`config.mk`:
```
export PLATFORM = sky130hd
export DESIGN_NAME = bcd_alarm
export DESIGN_NICKNAME = d
export VERILOG_FILES = /design/src/rtl/bcd_alarm_pkg.sv /design/src/rtl/bcd_alarm_regs.sv /design/src/rtl/bcd_alarm_match.sv /design/src/rtl/bcd_alarm_pulse.sv /design/src/rtl/bcd_alarm.sv
export SDC_FILE = /design/constraint.sdc
export NUM_CORES = 1
export LEC_CHECK = 0
export BUFFER_PORTS_ARGS = -buffer_cell sky130_fd_sc_hd__buf_2
export CORE_MARGIN = 10
export CORE_UTILIZATION = 54
export DETAILED_ROUTE_END_ITERATION = 16
export PLACE_DENSITY = 0.83
export SLEW_MARGIN = 20
export SYNTH_ARGS = -nofsm -noshare
export SYNTH_HDL_FRONTEND = slang
export SYNTH_SLANG_ARGS = --single-unit
```
`constraint.sdc`:
```
create_clock -name clk -period 1.5 [get_ports clk]
set_input_delay 0.3 -clock clk [delete_from_list [all_inputs] [get_ports clk]]
set_output_delay 0.3 -clock clk [all_outputs]
set_load 0.05 [all_outputs]
```
`src/rtl/bcd_alarm_pkg.sv`:
```
package bcd_alarm_pkg;

  localparam int NUM_FIELDS = 4;
  localparam int BYTE_W     = 8;
  localparam int SEL_W      = $clog2(NUM_FIELDS);

  typedef enum logic [1:0] {
    FLD_SEC  = 2'd0,
    FLD_MIN  = 2'd1,
    FLD_HOUR = 2'd2,
    FLD_DATE = 2'd3
  } field_e;

  // Ordering matters: a field of index i is compared when rate <= 3 - i.
  typedef enum logic [2:0] {
    RPT_MONTH = 3'd0,
    RPT_DAY   = 3'd1,
    RPT_HOUR  = 3'd2,
    RPT_MIN   = 3'd3,
    RPT_SEC   = 3'd4
  } rate_e;

  function automatic int unsigned field_bits(input int unsigned idx);
    case (idx)
      0, 1:    field_bits = 7;
      2:       field_bits = 6;
      default: field_bits = 5;
    endcase
  endfunction

  function automatic int unsigned field_min(input int unsigned idx);
    field_min = (idx == 3) ? 1 : 0;
  endfunction

  function automatic int unsigned field_max(input int unsigned idx);
    case (idx)
      0, 1:    field_max = 59;
      2:       field_max = 23;
      default: field_max = 19;
    endcase
  endfunction

  function automatic logic [BYTE_W-1:0] field_mask(input int unsigned idx);
    field_mask = BYTE_W'((1 << field_bits(idx)) - 1);
  endfunction

  function automatic logic field_ok(input int unsigned idx, input logic [BYTE_W-1:0] v);
    logic [BYTE_W-1:0] m;
    int unsigned tens;
    int unsigned units;
    int unsigned val;
    m     = v & field_mask(idx);
    tens  = {28'd0, m[7:4]};
    units = {28'd0, m[3:0]};
    val   = tens * 10 + units;
    field_ok = (units <= 9) && (val >= field_min(idx)) && (val <= field_max(idx));
  endfunction

endpackage

```
`src/rtl/bcd_alarm_regs.sv`:
```
module bcd_alarm_regs
  import bcd_alarm_pkg::*;
(
  input  logic                                clk,
  input  logic                                rst_n,
  input  logic                                we_i,
  input  logic [SEL_W-1:0]                    addr_i,
  input  logic [BYTE_W-1:0]                   wdata_i,
  output logic [BYTE_W-1:0]                   rdata_o,
  output logic [NUM_FIELDS-1:0][BYTE_W-1:0]   regs_o
);

  logic [NUM_FIELDS-1:0][BYTE_W-1:0] reg_q;
  logic [NUM_FIELDS-1:0][BYTE_W-1:0] reg_d;
  logic [NUM_FIELDS-1:0]             load_en;

  for (genvar i = 0; i < NUM_FIELDS; i++) begin : g_field
    localparam logic [SEL_W-1:0] MY_SEL = SEL_W'(i);
    logic legal;

    always_comb begin
      legal      = field_ok(i, wdata_i);
      load_en[i] = we_i && (addr_i == MY_SEL) && legal;
      reg_d[i]   = load_en[i] ? wdata_i : reg_q[i];
    end

    always_ff @(posedge clk or negedge rst_n) begin
      if (!rst_n) begin
        reg_q[i] <= '0;
      end else if (load_en[i]) begin
        reg_q[i] <= reg_d[i];
      end
    end


    wr_reject_chk: assert property (@(posedge clk) disable iff (!rst_n)
      (we_i && addr_i == MY_SEL && !field_ok(i, wdata_i)) |=> $stable(reg_q[i]));


    wr_accept_chk: assert property (@(posedge clk) disable iff (!rst_n)
      (we_i && addr_i == MY_SEL && field_ok(i, wdata_i)) |=> (reg_q[i] == $past(wdata_i)));
  end

  always_comb begin
    rdata_o = reg_q[addr_i];
    regs_o  = reg_q;
  end

endmodule

```
`src/rtl/bcd_alarm_match.sv`:
```
module bcd_alarm_match
  import bcd_alarm_pkg::*;
(
  input  logic [NUM_FIELDS-1:0][BYTE_W-1:0] alarm_i,
  input  logic [NUM_FIELDS-1:0][BYTE_W-1:0] now_i,
  output rate_e                             rate_o,
  output logic                              match_o
);

  logic [NUM_FIELDS-1:0] dont_care;
  logic [NUM_FIELDS-1:0] equal;
  logic [NUM_FIELDS-1:0] compare_en;

  for (genvar i = 0; i < NUM_FIELDS; i++) begin : g_cmp
    localparam logic [BYTE_W-1:0] FMASK = field_mask(i);
    localparam logic [2:0]        LIMIT = 3'(NUM_FIELDS - 1 - i);
    always_comb begin
      dont_care[i]  = alarm_i[i][BYTE_W-1];
      equal[i]      = (alarm_i[i] & FMASK) == (now_i[i] & FMASK);
      compare_en[i] = (rate_o <= LIMIT);
    end
  end

  always_comb begin
    case ({dont_care[FLD_DATE], dont_care[FLD_HOUR], dont_care[FLD_MIN], dont_care[FLD_SEC]})
      4'b0000: rate_o = RPT_MONTH;
      4'b1000: rate_o = RPT_DAY;
      4'b1100: rate_o = RPT_HOUR;
      4'b1110: rate_o = RPT_MIN;
      default: rate_o = RPT_SEC;
    endcase
    match_o = &(equal | ~compare_en);
  end

endmodule

```
`src/rtl/bcd_alarm_pulse.sv`:
```
module bcd_alarm_pulse (
  input  logic clk,
  input  logic rst_n,
  input  logic tick_i,
  input  logic match_i,
  output logic irq_o
);

  logic irq_q;
  logic irq_d;

  always_comb begin
    irq_d = tick_i && match_i;
  end

  always_ff @(posedge clk or negedge rst_n) begin
    if (!rst_n) begin
      irq_q <= 1'b0;
    end else begin
      irq_q <= irq_d;
    end
  end

  assign irq_o = irq_q;


  irq_needs_tick_chk: assert property (@(posedge clk) disable iff (!rst_n)
    irq_q |-> $past(tick_i));

endmodule

```
`src/rtl/bcd_alarm.sv`:
```
module bcd_alarm
  import bcd_alarm_pkg::*;
(
  input  logic              clk,
  input  logic              rst_n,
  input  logic              reg_we_i,
  input  logic [1:0]        reg_addr_i,
  input  logic [7:0]        reg_wdata_i,
  output logic [7:0]        rd_data_o,
  input  logic [6:0]        cur_sec_i,
  input  logic [6:0]        cur_min_i,
  input  logic [5:0]        cur_hour_i,
  input  logic [4:0]        cur_date_i,
  input  logic              sec_tick_i,
  output logic              irq_o
);

  logic [1:0] rst_sync_q;
  logic       rst_n_s;

  always_ff @(posedge clk or negedge rst_n) begin
    if (!rst_n) begin
      rst_sync_q <= 2'b00;
    end else begin
      rst_sync_q <= {rst_sync_q[0], 1'b1};
    end
  end
  assign rst_n_s = rst_sync_q[1];

  logic [NUM_FIELDS-1:0][BYTE_W-1:0] alarm_regs;
  logic [NUM_FIELDS-1:0][BYTE_W-1:0] now_bus;
  rate_e                             rate;
  logic                              match;

  always_comb begin
    now_bus[FLD_SEC]  = BYTE_W'(cur_sec_i);
    now_bus[FLD_MIN]  = BYTE_W'(cur_min_i);
    now_bus[FLD_HOUR] = BYTE_W'(cur_hour_i);
    now_bus[FLD_DATE] = BYTE_W'(cur_date_i);
  end

  bcd_alarm_regs u_regs (
    .clk     (clk),
    .rst_n   (rst_n_s),
    .we_i    (reg_we_i),
    .addr_i  (reg_addr_i),
    .wdata_i (reg_wdata_i),
    .rdata_o (rd_data_o),
    .regs_o  (alarm_regs)
  );

  bcd_alarm_match u_match (
    .alarm_i (alarm_regs),
    .now_i   (now_bus),
    .rate_o  (rate),
    .match_o (match)
  );

  bcd_alarm_pulse u_pulse (
    .clk     (clk),
    .rst_n   (rst_n_s),
    .tick_i  (sec_tick_i),
    .match_i (match),
    .irq_o   (irq_o)
  );


  every_second_chk: assert property (@(posedge clk) disable iff (!rst_n_s)
    (sec_tick_i && alarm_regs[FLD_SEC][7] && !reg_we_i) |=> irq_o);


  monthly_full_chk: assert property (@(posedge clk) disable iff (!rst_n_s)
    (sec_tick_i && rate == RPT_MONTH &&
     alarm_regs[FLD_DATE][4:0] != cur_date_i) |=> !irq_o);

endmodule

```
==> results.md, run 1 <==
* Critical path launch point type: input pin
* Syn avg cell area at 13.1 um2
* Min Hold Slack at 0.263 ns
* Chip Width at 82.5 um
* FP Rows at 22
* Cell with the most instances after synthesis: dfrtp_1
* CTS tree: built
* Synth top area share at 41.5%
* Largest net degree at the start of global routing at 34
* IO Port Bufs at 47
* Non-Filler Instances at 325
* Longest Clk Path Bufs at 2
* GR Overflow Total at 0
* Vias in the first global route at 2205
* Max Clk Rate at 461 MHz
* Max Slew Vio Count at 0
* FF+latch count, synth at 35
* Critical path fanouts, max at 8
* Gate Count Post-Synth at 161
* # setup viols final at 41
* Clk_lat worst skew at 0.29 ns
* Post-Syn Nets at 209
* Ys flop type: dfrtp_1
* DP Cell Count at 282
* Final period utilization at 145%
* DIE HEIGHT at 82.5 um
* Number of synthesized flops with an enable pin at 0
* All-Layer GR Usage at 24.3%
* Peak supply drop at 1.35 mV
* Simple-gate share of the synthesized area at 8.71%
* Cell variety after synth at 35
* Largest family of logic cells by synthesized area: multiplexers
* First-pass GRT wire length at 12300 um
* Status: complete, but fails checks
* Area growth syn-to-layout at 60.5%
* DRC Markers at 0
* RSZ-0062 raised after global routing: true
* Routed len/inst at 28.0 um
* Total negative slack at -20.66 ns
* Antenna violations before repair at 0
* CP arrival at 2.35 ns
* Compound-Gate Fraction of Synth Area at 6.52%
* H-Tree Depth at 2
* Post-route minimum period at 2.17 ns
* Final wirelength at 9110 um
* Violation count after the first detailed-route iteration at 270
* Post-Synth XOR/XNOR Area at 11.2%
* I/O pin cnt at 48
* List of most frequent post-synthesis cells: dfrtp_1, mux2_2, xnor2_1
* Mux cell area share after synthesis at 25.6%
* Type of destination of the critical path: register
* Critical path class: in -> reg
* Initial Util at 56.8%
* Final Skew at 0.00483 ns
* Leak at 0.00152 uW
* Critical path data required time at 1.68 ns
* Ys async rst share at 100%
* Cell accounting for the most synthesized area: dfrtp_1
* Fraction of layout cells with a size suffix above 1 at 67.9%
* CTS Sinks at 35
* Ys Warns at 0
* Failing checks: setup timing
* Post-layout net count at 324
* # diodes at 0
* Setup slack after layout at -0.670 ns
* Pre-CTS worst setup slack at -0.953 ns
* Root Buffer: clkbuf_8
* PwrDens at 1410 nW/um2
* Synth area leaders: dfrtp_1, mux2_2, mux4_2
* Hold Violations, Final at 0
* Hold WC Path Type: reg -> async
* Via count at 2088
* CTS buffer count at 5
* Clock slew at reported path FFs at 0.08 ns
* Vias per inst at 6.42
* Adder-cell share of the synthesized area at 5.69%
* Die ar. at 6810 um2
* Core area at 3720 um2
* Post-Syn Area at 2110 um2
* ANT nets after route at 0
* RD Place Congestion at 0.887
* Drt first pass iters at 5
* MaxCap Viol Count at 0
* DP Wirelength at 4730 um
* Post-synthesis sequential area ratio at 41.5%
-- layer usage --
metal  part of all wire (%)  GRT usage, %  vias up
met4                    5.7          9.36        0
li1                       -             -      831
met3                    9.7          7.56       50
met2                     48          41.5      192
met1                     37          27.9     1015
met5                      0             0        -
-- flip-flops by register name (all words and copies together) (netlist names) --
register	cells
u_pulse.irq_o	1
u_regs.regs_o	32
rst_sync_q	2
-- layout make-up --
| class | instances | area, um2 |
|---|---|---|
| clock buffer | 5 | 68.8 |
| clock inverter | 3 | 43.8 |
| fill | 123 | 325 |
| multi-input combinational | 123 | 1500 |
| sequential | 35 | 876 |
| tap | 48 | 60.1 |
| timing repair buffer | 111 | 838 |
-- cells in the final DEF (no fill, tap or decap), types with 2 or more instances in the layout --
cell type | synthesis | final
buf_8 | 0 | 2
o21ai_2 | 1 | 2
nor4_2 | 0 | 4
mux2_2 | 32 | 12
o21ai_1 | 0 | 3
xnor2_1 | 14 | 12
buf_4 | 0 | 56
nor2_1 | 8 | 6
mux2_4 | 0 | 20
ha_4 | 0 | 7
buf_2 | 2 | 36
xor2_1 | 13 | 12
nand4_1 | 3 | 3
nor2_2 | 0 | 2
dfrtp_1 | 35 | 35
buf_12 | 0 | 2
buf_6 | 0 | 14
mux4_2 | 8 | 8
nand3_1 | 3 | 3
a21oi_1 | 3 | 2
nand2_1 | 2 | 2
clkbuf_8 | 0 | 5
-- worst max-delay path: stages --
cell and delay, ns:
buf_8 0.11, ha_4 0.16, fa_2 0.41, xor2_4 0.20, a211oi_4 0.26, o21ai_2 0.12, nor4_4 0.24, buf_6 0.19
mux2_2 0.35
-- report_power, final --
group | internal, uW | total, uW | switching, uW
registers | 1220 | 1430 | 218
logic | 1260 | 2460 | 1200
clock network | 495 | 874 | 379
-- metrics by stage --
| stage | util (%) | total power [uW] | instance area (um2) |
|---|---|---|---|
| final | 91.2 | 4770 | 3390 |
| after CTS | 87.9 | 4370 | 3270 |
| after floorplan | - | 2500 | 2220 |
| after detailed placement | 73.7 | 2970 | 2740 |
| after global routing | 91.2 | 4920 | 3390 |
| after global placement | 73.7 | 2890 | 2740 |
-- cells by family (layout without fill, tap and decap cells) --
group	count (synthesis)	after routing
buf+inv	3	119
simple gates	29	29
flops	35	35
xor+xnor	27	27
other cells	1	1
mux	40	40
fa+ha+maj	9	9
compound gates	17	17
-- worst paths after layout --
path / cells past startpoint / slack (ns) / startpoint / endpoint
max: 9 / -0.67 / reg_wdata_i[4] / u_regs.regs_o[7]
min: 1 / 0.26 / rst_sync_q[1] / u_regs.regs_o[26]
max reg2reg: 6 / -0.17 / u_regs.regs_o[9] / u_pulse.irq_o
min reg2reg: 1 / 0.26 / rst_sync_q[1] / u_regs.regs_o[26]
max in group asynchronous: 1 / 0.93 / rst_sync_q[1] / u_regs.regs_o[21]
min in group clk: 2 / 0.32 / reg_wdata_i[7] / u_regs.regs_o[15]
-- what timing repair did --
item,CTS,global route
resized for setup,47,19
pin swaps,10,6
hold endpoints to repair,2,0
hold buffers,1,0
setup endpoints to repair,40,41
setup buffers,30,6
Note: power is estimated with default switching activity, not from simulation.
==> run 2, diff against run 1 <==
SETUP_SLACK_MARGIN = 0.4   (was unset)
==> run 2 against run 1 <==
Compared with the run above:
- the flow still finishes with violations (setup timing)
- sequential share of layout area up 0.51 points
- clock skew is 0.0031 ns higher
- sequential power is essentially flat
- global-route usage is 2.1 points lower
- die area stayed put
- setup slack got worse by 0.020 ns
- total power is 2.1% lower
==> results.md, run 2 (synthesized netlist as in run 1, its figures left out) <==
* Status: complete, but fails checks
* Failing checks: setup timing
* I/O pin cnt at 48
* Max Clk Rate at 457 MHz
* PwrDens at 1400 nW/um2
* RD Place Congestion at 0.831
* DP Wirelength at 4570 um
* Routed len/inst at 27.3 um
* Final Util at 89.5%
* Commonest non-fill, non-tap cell in the layout: buf_4
* Final wirelength at 8700 um
* Critical path class: in -> reg
* Largest net degree at the start of global routing at 34
* Die ar. at 6810 um2
* Critical path fanouts, max at 8
* DIE HEIGHT at 82.5 um
* First-pass GRT wire length at 11300 um
* DRC Markers at 0
* Type of destination of the critical path: register
* Hold Violations, Final at 0
* Root Buffer: clkbuf_8
* CTS tree: built
* All-Layer GR Usage at 22.2%
* Hold WC Path Type: reg -> async
* Peak supply drop at 0.878 mV
* Longest Clk Path Bufs at 2
* Clk_lat worst skew at 0.29 ns
* Area growth syn-to-layout at 57.5%
* CTS Sinks at 35
* Antenna violations before repair at 0
* H-Tree Depth at 2
* Worst R2R Path Depth at 6
* Clock slew at reported path FFs at 0.08 ns
* DP Area at 2730 um2
* Post-route minimum period at 2.19 ns
* Post-route cell area at 3330 um2
* Post-layout net count at 317
* Final Skew at 0.00797 ns
* CTS buffer count at 5
* Leak at 0.00150 uW
* RR Startpoint: u_regs.regs_o[2]
* Violation count after the first detailed-route iteration at 195
* MaxCap Viol Count at 0
* FP Rows at 22
* Fraction of layout cells with a size suffix above 1 at 65.9%
* Most frequent cells in the layout: buf_4, buf_2, dfrtp_1
* Final period utilization at 146%
* GR Overflow Total at 0
* Max FFs per register at 32
* ANT nets after route at 0
* CP arrival at 2.36 ns
* Critical path data required time at 1.67 ns
* # setup viols final at 41
* Max Slew Vio Count at 0
* IO Port Bufs at 47
* Via count at 2066
* Crit. Startpoint: reg_wdata_i[4]
* RSZ-0062 raised after global routing: true
* Chip Width at 82.5 um
* Drt first pass iters at 5
* # diodes at 0
* Initial Util at 56.8%
* Total negative slack at -19.80 ns
* Core area at 3720 um2
* Critical path launch point type: input pin
* Vias in the first global route at 2119
* Setup slack after layout at -0.690 ns
* Vias per inst at 6.50
==> run 2: path summary, 6_finish.rpt <==
check / end / slack (ns)
hold / removal: u_regs.regs_o[26] / 0.27
hold reg to reg: u_regs.regs_o[26] / 0.27
min in group clk: u_regs.regs_o[31] / 0.34
max in group asynchronous: u_regs.regs_o[9] / 0.91
setup / recovery: u_regs.regs_o[3] / -0.69
setup reg to reg: u_pulse.irq_o / -0.05
==> run 2: report_power, final <==
| part | leakage (uW) | switching, uW | internal [uW] |
|---|---|---|---|
| sequential | 0.000421 | 206 | 1220 |
| clock | 0.0000612 | 353 | 538 |
| combinational | 0.00101 | 1130 | 1220 |
==> run 2: final cells by class <==
| type | count | area, um2 |
|---|---|---|
| clock buffers | 6 | 82.6 |
| well taps | 48 | 60.1 |
| flip-flops and latches | 35 | 876 |
| fillers | 157 | 390 |
| repair buffers | 104 | 774 |
| multi-input cells | 123 | 1500 |
| clock inverters | 2 | 35.0 |
==> run 2: through the flow <==
stage          std cells  hold slack [ns]  power (uW)  setup slack, ns
6_report             318            0.273        4660           -0.690
3_5_place_dp         281           0.0885        2990            -1.02
4_1_cts              317            0.296        4390           -0.546
3_3_place_gp         281           0.0839        2900           -0.907
5_1_grt              318            0.324        4810           -0.707
2_1_floorplan        161          0.00441        2510           -0.802
==> run 2: critical path: stages <==
cell and delay [ns]:
buf_8 0.11, ha_4 0.16, fa_2 0.37, xor2_2 0.18
a211oi_2 0.23, o21ai_2 0.13, nor4_4 0.33, buf_6 0.23
mux2_4 0.32
==> run 2: what timing repair did <==
action / in CTS / in global routing
buffers inserted: 27 / 1
gates resized for setup: 44 / 18
hold buffers: 1 / 0
pin swaps: 5 / 1
hold endpoints to repair: 2 / 0
endpoints found under the setup margin: 42 / 42
==> run 2: metal layers <==
metal	global-route usage, %	share of wire, %	vias up
li1	-	-	822
met1	25.4	36	1021
met2	38.7	47	165
met3	5.62	10	58
met4	9.20	5.9	0
met5	0	0	-
